**config.mk**
```make
export PLATFORM = sky130hd
export DESIGN_NAME = reset_timeout_seq
export DESIGN_NICKNAME = d
export VERILOG_FILES = /design/src/rtl/rtseq_pkg.sv /design/src/rtl/rtseq_counter.sv /design/src/rtl/rtseq_ctrl.sv /design/src/rtl/reset_timeout_seq.sv
export SDC_FILE = /design/constraint.sdc
export NUM_CORES = 1
export LEC_CHECK = 0
export ABC_AREA = 1
export BUFFER_PORTS_ARGS = -buffer_cell sky130_fd_sc_hd__buf_2
export CELL_PAD_IN_SITES_DETAIL_PLACEMENT = 1
export CELL_PAD_IN_SITES_GLOBAL_PLACEMENT = 1
export CORE_MARGIN = 2
export CORE_UTILIZATION = 40
export CTS_CLUSTER_DIAMETER = 150
export DETAILED_ROUTE_END_ITERATION = 12
export PLACE_DENSITY_LB_ADDON = 0.1
export SLEW_MARGIN = 30
export SYNTH_ARGS = -nofsm -noshare
export SYNTH_HDL_FRONTEND = slang
export SYNTH_HIERARCHICAL = 1
export SYNTH_SLANG_ARGS = --single-unit
```
**constraint.sdc**
```tcl
create_clock -name clk -period 2.9 [get_ports clk]
set_clock_uncertainty 0.1 [all_clocks]
set_input_delay 0.58 -clock clk [delete_from_list [all_inputs] [get_ports clk]]
set_output_delay 0.58 -clock clk [all_outputs]
set_load 0.005 [all_outputs]
```
**src/rtl/rtseq_pkg.sv**
```systemverilog
package rtseq_pkg;
  typedef enum logic [1:0] {
    SEQ_HOLD   = 2'd0,
    SEQ_TIMING = 2'd1,
    SEQ_RUN    = 2'd2
  } seq_state_t;

  // Crystal modes (00, 01) need the oscillator start-up count.
  function automatic logic needs_osc_wait(input logic [1:0] mode);
    return ~mode[1];
  endfunction

  // A timer that is not in use counts as finished.
  function automatic logic timer_ok(input logic used, input logic done);
    return ~used | done;
  endfunction
endpackage

```
**src/rtl/rtseq_counter.sv**
```systemverilog
module rtseq_counter #(
  parameter int LIMIT = 1024
) (
  input  logic clk,
  input  logic rst_n,
  input  logic clear,
  input  logic step,
  output logic done
);
  localparam int W = $clog2(LIMIT + 1);
  localparam logic [W-1:0] LIM = W'(LIMIT);

  logic [W-1:0] cnt_q;

  always_ff @(posedge clk or negedge rst_n) begin
    if (!rst_n)                    cnt_q <= '0;
    else if (clear)                cnt_q <= '0;
    else if (step && cnt_q != LIM) cnt_q <= cnt_q + 1'b1;
  end

  assign done = (cnt_q == LIM);


  hold_without_step_chk: assert property (@(posedge clk) disable iff (!rst_n)
    (!clear && !step) |=> $stable(cnt_q));

  no_overflow_chk: assert property (@(posedge clk) disable iff (!rst_n)
    cnt_q <= LIM);
endmodule

```
**src/rtl/rtseq_ctrl.sv**
```systemverilog
module rtseq_ctrl
  import rtseq_pkg::*;
(
  input  logic       clk,
  input  logic       rst_n,
  input  logic       por_ok,
  input  logic       ext_rst_n,
  input  logic       wake_evt,
  input  logic [1:0] osc_mode,
  input  logic       pwrt_done,
  input  logic       ost_done,
  output logic       use_pwrt,
  output logic       use_ost,
  output logic       timers_clr,
  output logic       core_run
);
  seq_state_t state_q, state_d;
  logic pwr_done_q, pwr_done_d;
  logic use_pwrt_d, use_ost_d;
  logic hold_in, timers_ok;

  assign hold_in   = !por_ok || !ext_rst_n;
  assign timers_ok = timer_ok(use_pwrt, pwrt_done) && timer_ok(use_ost, ost_done);

  always_comb begin
    state_d    = state_q;
    pwr_done_d = pwr_done_q && por_ok;
    use_pwrt_d = use_pwrt;
    use_ost_d  = use_ost;
    if (hold_in) begin
      state_d = SEQ_HOLD;
    end else begin
      unique case (state_q)
        SEQ_HOLD: begin
          if (pwr_done_q) begin
            state_d = SEQ_RUN;
          end else begin
            state_d    = SEQ_TIMING;
            use_pwrt_d = 1'b1;
            use_ost_d  = needs_osc_wait(osc_mode);
          end
        end
        SEQ_TIMING: begin
          if (timers_ok) begin
            state_d    = SEQ_RUN;
            pwr_done_d = 1'b1;
          end
        end
        SEQ_RUN: begin
          if (wake_evt && needs_osc_wait(osc_mode)) begin
            state_d    = SEQ_TIMING;
            use_pwrt_d = 1'b0;
            use_ost_d  = 1'b1;
          end
        end
        default: state_d = SEQ_HOLD;
      endcase
    end
  end

  always_ff @(posedge clk or negedge rst_n) begin
    if (!rst_n) begin
      state_q    <= SEQ_HOLD;
      pwr_done_q <= 1'b0;
      use_pwrt   <= 1'b0;
      use_ost    <= 1'b0;
    end else begin
      state_q    <= state_d;
      pwr_done_q <= pwr_done_d;
      use_pwrt   <= use_pwrt_d;
      use_ost    <= use_ost_d;
    end
  end

  assign timers_clr = (state_q != SEQ_TIMING);
  assign core_run   = (state_q == SEQ_RUN);


  hold_forces_reset_chk: assert property (@(posedge clk) disable iff (!rst_n)
    hold_in |=> !core_run);

  wait_for_timers_chk: assert property (@(posedge clk) disable iff (!rst_n)
    (state_q == SEQ_TIMING && !(pwrt_done || !use_pwrt)) |=> !core_run);

  clocked_wake_ignored_chk: assert property (@(posedge clk) disable iff (!rst_n)
    (core_run && wake_evt && osc_mode[1] && !hold_in) |=> core_run);

  crystal_wake_stalls_chk: assert property (@(posedge clk) disable iff (!rst_n)
    (core_run && wake_evt && !osc_mode[1]) |=> !core_run);
endmodule

```
**src/rtl/reset_timeout_seq.sv**
```systemverilog
module reset_timeout_seq #(
  parameter int OST_CYCLES = 1024,
  parameter int PWRT_TICKS = 96
) (
  input  logic       clk,
  input  logic       rst_n,
  input  logic       por_ok,
  input  logic       ext_rst_n,
  input  logic       wake_evt,
  input  logic [1:0] osc_mode,
  input  logic       osc_valid,
  input  logic       osc_pulse,
  input  logic       ref_tick,
  output logic       core_run
);
  logic use_pwrt, use_ost, timers_clr;
  logic pwrt_done, ost_done;
  logic pwrt_step, ost_step;

  assign pwrt_step = ref_tick && use_pwrt;
  assign ost_step  = osc_pulse && osc_valid && use_ost;

  rtseq_counter #(.LIMIT(PWRT_TICKS)) u_pwrt (
    .clk(clk), .rst_n(rst_n), .clear(timers_clr), .step(pwrt_step), .done(pwrt_done)
  );

  rtseq_counter #(.LIMIT(OST_CYCLES)) u_ost (
    .clk(clk), .rst_n(rst_n), .clear(timers_clr), .step(ost_step), .done(ost_done)
  );

  rtseq_ctrl u_ctrl (
    .clk(clk), .rst_n(rst_n), .por_ok(por_ok), .ext_rst_n(ext_rst_n),
    .wake_evt(wake_evt), .osc_mode(osc_mode), .pwrt_done(pwrt_done),
    .ost_done(ost_done), .use_pwrt(use_pwrt), .use_ost(use_ost),
    .timers_clr(timers_clr), .core_run(core_run)
  );


  gated_osc_step_chk: assert property (@(posedge clk) disable iff (!rst_n)
    !osc_valid |-> !ost_step);
endmodule

```
## Word level (Yosys, flattened, before mapping)

Index checks and enable logic that the tools add are counted.

| word-level totals | value |
|---|---|
| register bits | 23 |
| input bits | 10 |
| output and inout bits | 1 |
| word-level logic and storage cells | 60 |

| cells by class | value |
|---|---|
| add/sub/neg operators | 2 |
| equal/unequal tests | 11 |
| multiplexer cells | 18 |
| bitwise logic cells | 6 |
| reductions and logical operators | 17 |

Operator list:

| kind | number |
|---|---|
| $mux W11 | 2 |
| $mux W7 | 2 |
| $add A11 B1 Y11 const B | 1 |
| $eq A11 B11 Y1 const B | 1 |
| $ne A11 B11 Y1 const B | 1 |
| $logic_and A1 B1 Y1 | 8 |
| $mux W2 | 4 |
| $add A7 B1 Y7 const B | 1 |
| $eq A7 B7 Y1 const B | 1 |
| $mux W1 | 7 |
| $ne A7 B7 Y1 const B | 1 |
| $ne A3 B1 Y1 const B | 2 |
| $pmux W2 S3 | 1 |
| $reduce_bool A2 Y1 | 3 |
| $ne A2 B1 Y1 const B | 2 |
| $not A1 Y1 | 4 |
| $pmux W1 S2 | 2 |
| $reduce_and A4 Y1 | 1 |
| $eq A2 B1 Y1 const B | 1 |
| $eq A2 B2 Y1 const B | 1 |
| $logic_not A1 Y1 | 2 |
| $logic_not A2 Y1 | 1 |
| $ne A2 B2 Y1 const B | 1 |
| $or A1 B1 Y1 | 2 |
| other kinds (2) | 2 |

## Logic depth before layout (Yosys ltp)

Gate-level depths: netlist of run 1.

| depth | value |
|---|---|
| word-level depth | 6 |
| gate-level depth with buffers | 12 |
| mapped depth without buffers | 12 |

## By module

The synthesis of run 1 kept the hierarchy.

By module, submodules not included:

| module | instances | cells each | area an instance (sq um) | sequential area each (sq um) |
|---|---|---|---|---|
| rtseq_counter (u_ost) | 1 | 105 | 793.3 | 275.3 |
| rtseq_counter (u_pwrt) | 1 | 68 | 480.5 | 175.2 |
| rtseq_ctrl | 1 | 42 | 300.3 | 125.1 |
| reset_timeout_seq | 1 | 5 | 21.3 | 0.0 |

## Worst setup path before layout of run 1

No wires, ideal clock.

| timing | value |
|---|---|
| kind | reg2reg |
| from | register u_ost.cnt_q[0] |
| to | register u_ost.cnt_q[1] |
| setup time | 124 ps |
| data arrival time | 1235 ps |
| required time | 2676 ps |
| setup slack | 1442 ps |
| cell stages (with the launch flop) | 9 |
| path buffers | 1 |
| clock period less this slack | 1458 ps |
| cells stage by stage | dfrtp_1 -> inv_1 -> ha_1 -> nand3_1 -> nor2_4 -> nor2_8 -> buf_6 -> nand3_1 -> o21ai_1 |

| on the way | value |
|---|---|
| word-level cells in the longest chain between the ends | 3 |
| elaborated cells on any way between the ends | 6 |
| those cells by class | add/sub: 1; eq/ne: 1; mux: 2; reduce/logical: 2 |

RTL lines:

| element | RTL line | RTL |
|---|---|---|
| from (decl) | rtseq_counter.sv:13 | `logic [W-1:0] cnt_q;` |
| from (signal assigned) | rtseq_counter.sv:18 | `else if (step && cnt_q != LIM) cnt_q <= cnt_q + 1'b1;` |
| $add A11 B1 Y11 or $ne A11 B11 Y1 (tied branches) | rtseq_counter.sv:18 |  |
| $mux W11 or $logic_and A1 B1 Y1 (tied branches) | rtseq_counter.sv:18 |  |
| $mux W11 or $reduce_bool A2 Y1 (tied branches) | n/a |  |

Several ways; a longest one is shown, not always the timed one. The select of a mux whose other input is x is not followed.
A chain may end at the register's enable or synchronous reset.

## Final worst setup path of run 1

| timing | value |
|---|---|
| from | register u_ctrl.state_q[1] |
| to | register u_ost.cnt_q[3] |

| on the way | value |
|---|---|
| word-level cells in the longest chain between the ends | 2 |
| elaborated cells on any way between the ends | 3 |
| those cells by class | eq/ne: 1; mux: 1; reduce/logical: 1 |

RTL lines:

| element | RTL line | RTL |
|---|---|---|
| from (decl) | rtseq_ctrl.sv:17 | `seq_state_t state_q, state_d;` |
| from (signal assigned) | rtseq_ctrl.sv:68 | `state_q <= state_d;` |
| $ne A2 B1 Y1 * | rtseq_ctrl.sv:75 | `assign timers_clr = (state_q != SEQ_TIMING);` |
| net timers_clr | reset_timeout_seq.sv:16 | `logic use_pwrt, use_ost, timers_clr;` |
| $mux W11 or $reduce_bool A2 Y1 (tied branches) | n/a |  |

Mark *: on every way through the listed nets, which the timed path passes. The rest lies on a longest branch.

==> results of run 1 <==
==> flip-flops by register name (all words and copies together) (netlist names) <==
| register | cells |
|---|---|
| u_ctrl/pwr_done_q | 1 |
| u_ctrl/state_q | 2 |
| u_ctrl/use_ost | 1 |
| u_ctrl/use_pwrt | 1 |
| u_ost/cnt_q | 11 |
| u_pwrt/cnt_q | 7 |
==> worst min path at each step <==
stage / slack, ps / endpoint / cells past startpoint / from
6_report: 190 / u_ost/cnt_q[9] / 1 / rst_n
5_1_grt: 220 / u_ost/cnt_q[7] / 1 / rst_n
4_1_cts: 210 / u_ost/cnt_q[5] / 1 / rst_n
3_5_place_dp: 390 / u_ctrl/use_pwrt / 2 / u_ctrl/use_pwrt
3_3_place_gp: 390 / u_ctrl/use_pwrt / 2 / u_ctrl/use_pwrt
2_1_floorplan: 180 / u_ctrl/pwr_done_q / 0 / rst_n
==> synth_stat cells (4+ instances only) <==
cell | n | area share, %
dfrtp_1 | 23 | 36
ha_1 | 4 | 3.1
inv_1 | 29 | 6.8
nand2_1 | 69 | 16
nand3_1 | 22 | 6.9
nand3_2 | 4 | 2.5
nand4_1 | 13 | 5.1
nor2_1 | 20 | 4.7
o21ai_1 | 5 | 1.6
==> critical path: cells and delay by family (launching register included) <==
| family | cells | cell delay, ps |
|---|---|---|
| flip-flops | 1 | 430 |
| AND/OR/NAND/NOR | 3 | 380 |
| AO/OA/AOI/OAI | 1 | 210 |
| buffers and inverters | 2 | 600 |
==> metrics by stage <==
stage	cells	hold WS [ps]	power, mW
floorplan	220	184	0.431
global placement	271	393	0.458
detailed placement	271	388	0.463
CTS	275	213	0.672
global route	275	221	0.701
finish	275	188	0.662
==> logic make-up (layout without fill, tap and decap cells) <==
logic type / count (synthesis) / after routing / synth area share, %
and+or+nand+nor: 142 / 142 / 44.8
buffers and inverters: 39 / 46 / 10.9
DFF: 23 / 23 / 36.1
AOI/OAI and AO/OA: 9 / 9 / 3.45
adders and majority gates: 4 / 4 / 3.14
xor gates and xnor gates: 3 / 3 / 1.65
==> power groups by stage <==
stage               sequential (mW)  combinational (mW)  clock (mW)
floorplan                     0.346              0.0843           0
global placement              0.348               0.110           0
detailed placement            0.349               0.114           0
CTS                           0.342               0.115       0.214
global route                  0.344               0.129       0.227
finish                        0.342               0.113       0.207
==> area by class of cell <==
class                           count  area, um^2  share of cell area (%)
Clock buffer                        4        45.0                    2.65
Sequential cell                    23         576                    33.9
Tap cell                           48        60.1                    3.54
Timing Repair Buffer                9        45.0                    2.65
Multi-Input combinational cell    158         846                    49.8
Inverter                           33         126                    7.44
==> per-layer routing <==
layer | up-vias | share of wire [%] | GRT usage, % | wire, um
met5 | - | 0 | 0 | 0
met2 | 15 | 50 | 32.3 | 1780
met3 | 5 | 2.2 | 3.00 | 79
met4 | 0 | 1.1 | 4.85 | 39
li1 | 710 | - | - | -
met1 | 663 | 46 | 22.5 | 1620
==> out/results.tsv, run 1 <==
stage	metric	value	unit
power	Switch Pwr	199	uW
floorplan	FP Rows	22	
route	DR vias	1393	
floorplan	die height	67.2	um
timing	Final period util	62.8	%
floorplan	Chip Width	67.2	um
critical_path	CP max stage cell	dfrtp_1	
synthesis	Syn Inst Count	220	
layout	diode count	0	
synthesis	syn_area_per_cell	7.25	um^2
critical_path	Largest stage delay, worst path	430	ps
route	DRT antenna net count	0	
critical_path	Data required, critical path	2970	ps
clocking	# hold bufs at CTS	0	
synthesis	Synth Flop Type	dfrtp_1	
route	vias per std cell	5.07	
clocking	setup bufs post-CTS	0	
floorplan	Core Region	3740	um^2
layout	fin nets	242	
critical_path	reg-to-reg slack, setup	1080	ps
clocking	TritonCTS Buffers	3	
global_routing	vias in the first global route	1429	
power	Combinational Power Share	17.1	%
route	drt wl/cell	12.8	um
placement	routability cong.	0.796	
power	Int Pwr	463	uW
route	drt first pass iters	4	
timing	final hold vios	0	
power	VDD IR max	179	uV
critical_path	worst-path cell chain	nor2_1, inv_1, inv_1, o21ai_1, nand2_1, nand2_1	
critical_path	r2r startpoint	u_ctrl/state_q[1]	
power	Leakage	0.861	nW
global_routing	grt total ovfl	0	
global_routing	first-pass GRT wire length	6220	um
route	DRC viols	0	
placement	Placement Cell Area	1650	um^2
floorplan	Initial Util	42.6	%
clocking	root buffer cell	clkbuf_8	
synthesis	sequential cell area fraction in the yosys report	36.1	%
layout	area grow syn2layout	6.43	%
critical_path	Worst Setup EP	u_ost/cnt_q[3]	
layout	most frequent cells in the layout	nand2_1, inv_1, dfrtp_1	
timing	fin. max-slew vios	0	
critical_path	FF-to-FF End	u_ost/cnt_q[3]	
critical_path	CP arrival	1890	ps
global_routing	initial antenna violation count	0	
clocking	CTS sink cnt	23	
clocking	clock slew seen by the registers of the worst setup and hold paths	80	ps
flow_run	max_cap viols	0	
power	switching part of the total power	30.0	%
synthesis	Mapped Area	1600	um^2
timing	f_max	0.549	GHz
critical_path	worst-path fanout max	11	
timing	Setup violations, final	0	
synthesis	Yosys reg bits	23	
placement	Place WS	1100	ps
clocking	CTS-repair resized insts	0	
clocking	Skew-Pair Late Insertion Delay	270	ps
power	power density cells	390	nW/um^2
timing	Slew @ Worst Pin	560	ps
timing	final period demand of the worst path	1820	ps
worst_hold_path	worst hold path class	in2async	
timing	unrepaired setup endpoints after global routing	no	
synthesis	synth warn	6	
layout	commonest non-fill, non-tap cell in the layout	nand2_1	
timing	final total negative setup slack	0	ps
critical_path	Startpoint Class	flip-flop	
power	clock share of power	31.2	%
placement	Buffers on Ports	9	
route	Detailed Route Iter0 Violations	62	
layout	fillers	504	
timing	Worst Setup Slack, final	1080	ps
critical_path	crit path launch	u_ctrl/state_q[1]	
layout	design area	1700	um^2
synthesis	syn_nets	234	
critical_path	R2R depth	6	
route	total wire length	3520	um
clocking	H-tree depth	1	
global_routing	largest net degree at the start of global routing	24	
floorplan	Top Ports	11	
timing	Max-slew headroom	62.6	%
outcome	status	finished, final reports clean	
synthesis	post-synthesis async set-or-reset flop share	100	%
placement	DP HPWL	2600	um
clocking	clock buffer depth	2	
critical_path	CP endpoint kind	flip-flop	
critical_path	critical setup path kind	reg2reg	
layout	fin util	45.4	%
synthesis	distinct cell type count after synthesis	27	
synthesis	Post-synth EDFFs	0	
floorplan	DIE AREA	4510	um^2
global_routing	Tot GR Track Use	18.1	%
layout	ratio of cells with drive above 1 in the final layout	14.5	%
power	Sequential Power Share	51.7	%
clocking	CTS tree	done	
Power figures use the tool's default switching activity.
==> run 2, diff against run 1 <==
- CORE_UTILIZATION: 40 -> 39
- clock period: 2.9 -> 1.6 ns (I/O delays scaled with it)
==> run 2 against run 1 <==
Critical path depth grew 1. Combinational power grew 120%. Via count grew 4.3%. Highest routed layer unchanged.
==> out/results.tsv, run 2 (synthesis gave the netlist of run 1 again) <==
stage	metric	value	unit	change
floorplan	Chip Width	68.0	um	+1.2%
global_routing	vias in the first global route	1440		+0.77%
timing	final total negative setup slack	0	ps	unchanged
layout	ratio of cells with drive above 1 in the final layout	22.5	%	+8.0 points
floorplan	Initial Util	40.2	%	-2.4 points
timing	f_max	0.659	GHz	+20%
floorplan	Core Region	3970	um^2	+6.1%
floorplan	die height	68.0	um	+1.2%
route	drt wl/cell	13.3	um	+3.8%
layout	Top Registers	u_ost/cnt_q x11, u_pwrt/cnt_q x7, u_ctrl/state_q x2		
layout	Largest Register	u_ost/cnt_q		
placement	Buffers on Ports	9		unchanged
route	total wire length	3900	um	+11%
layout	fin nets	259		+7.0%
floorplan	FP Rows	23		+4.5%
floorplan	Top Ports	11		unchanged
critical_path	Worst Setup EP	u_ost/cnt_q[0]		
layout	most frequent cells in the layout	nand2_1, inv_1, dfrtp_1		
power	Leakage	0.950	nW	+10%
clocking	Skew-Pair Late Insertion Delay	270	ps	about the same
route	DR vias	1453		+4.3%
critical_path	Startpoint Class	flip-flop		
critical_path	reg-to-reg slack, setup	80	ps	-1000 ps
layout	design area	1860	um^2	+9.4%
floorplan	DIE AREA	4620	um^2	+2.4%
worst_hold_path	worst hold path class	in2reg		
global_routing	Tot GR Track Use	18.3	%	+0.18 points
placement	Placement Cell Area	1750	um^2	+6.1%
clocking	TritonCTS Buffers	3		unchanged
critical_path	worst-path fanout max	6		-5
power	total power	1.24	mW	+87%
placement	routability cong.	0.799		+0.44%
route	drt first pass iters	5		+1
layout	diode count	0		unchanged
global_routing	initial antenna violation count	0		unchanged
outcome	status	finished, final reports clean		
timing	final hold slack	182	ps	-6.39 ps
timing	Final period util	94.9	%	+32 points
critical_path	Data required, critical path	1650	ps	-1320 ps
layout	number of flip-flops in the largest register	11		unchanged
timing	Setup violations, final	0		unchanged
route	Detailed Route Iter0 Violations	25		-60%
route	DRT antenna net count	0		unchanged
clocking	CTS tree	done		
layout	commonest non-fill, non-tap cell in the layout	nand2_1		
global_routing	largest net degree at the start of global routing	24		unchanged
timing	fin. max-slew vios	0		unchanged
clocking	clock slew seen by the registers of the worst setup and hold paths	80	ps	about the same
timing	Max-slew headroom	63.4	%	+0.71 points
clocking	H-tree depth	1		unchanged
critical_path	crit path launch	u_ost/cnt_q[8]		
critical_path	CP endpoint kind	flip-flop		
critical_path	FF-to-FF End	u_ost/cnt_q[0]		
critical_path	r2r startpoint	u_ost/cnt_q[8]		
critical_path	R2R depth	7		+1
route	vias per std cell	4.94		-2.4%
placement	DP HPWL	2890	um	+11%
critical_path	CP arrival	1570	ps	-320 ps
clocking	CTS sink cnt	23		unchanged
global_routing	first-pass GRT wire length	6420	um	+3.3%
layout	multi-input logic area	881	um^2	+4.1%
power	power density cells	667	nW/um^2	+71%
clocking	clock buffer depth	2		unchanged
power	VDD IR max	342	uV	+91%
layout	fillers	515		+2.2%
layout	area grow syn2layout	16.4	%	
flow_run	max_cap viols	0		unchanged
layout	register area	577	um^2	+0.22%
global_routing	grt total ovfl	0		unchanged
timing	final hold vios	0		unchanged
clocking	root buffer cell	clkbuf_8		
timing	Slew @ Worst Pin	550	ps	-10.7 ps
route	DRC viols	0		unchanged
timing	final period demand of the worst path	1520	ps	-305 ps
critical_path	critical setup path kind	reg2reg		
[run 2: cell count changes in the layout (fill, tap and decap cells not counted), sizes merged]
cell         before  now
dlygate4sd3       0    1
buf               9   23
clkbuf            4    3
nor2             27   29
clkinvlp          0    1
[run 2: worst min-delay path by stage]
stage | start | end | slack, ps | depth (start not counted)
floorplan | rst_n | u_ctrl/pwr_done_q | -80 | 0
global placement | rst_n | u_ost/cnt_q[8] | 240 | 1
detailed placement | rst_n | u_ost/cnt_q[9] | 260 | 1
CTS | por_ok | u_ctrl/pwr_done_q | 180 | 3
global route | por_ok | u_ctrl/pwr_done_q | 220 | 3
finish | por_ok | u_ctrl/pwr_done_q | 180 | 3
[run 2: critical path: stages, from the launching register on]
cell     delay [ps]
dfrtp_1         440
nor2_1          180
nand3_2         120
nor2_4          200
buf_4           170
nor2_4           60
nand3_2          70
o21ai_1          60
[run 2: power by group]
part	leakage (nW)	total (mW)	internal, mW	switching, mW
clock	0.0255	0.375	0.174	0.201
sequential	0.314	0.619	0.602	0.0170
combinational	0.611	0.245	0.0792	0.165
[run 2: repair_timing]
action	CTS	global route
setup buffers	0	1
endpoints found under the hold margin	23	0
hold buffers	1	0
resized for setup	0	5
endpoints found under the setup margin	0	15
[run 2: layer usage]
metal  up-vias  global-route usage, %  wire (um)
met5         -                      0          0
met1       696                   23.7       1780
met3         2                   2.96         87
met2        12                   31.7       2020
li1        743                      -          -
met4         0                   4.50         10
[run 2: final cells by class]
class / instances / share of cell area [%]
multi-input cells: 160 / 47.4
flip-flops and latches: 23 / 31.1
repair buffers: 24 / 8.63
inverters: 33 / 7.01
well taps: 50 / 3.37
clock buffers: 3 / 2.22
clock inverters: 1 / 0.270
[run 2: stage by stage]
step	util [%]	instances	worst slack, ps
after CTS	45.6	291	60.1
final	46.8	294	82.0
after global placement	44.1	286	110
after floorplan	-	220	142
after global routing	46.8	294	-25.6
after detailed placement	44.1	286	83.9
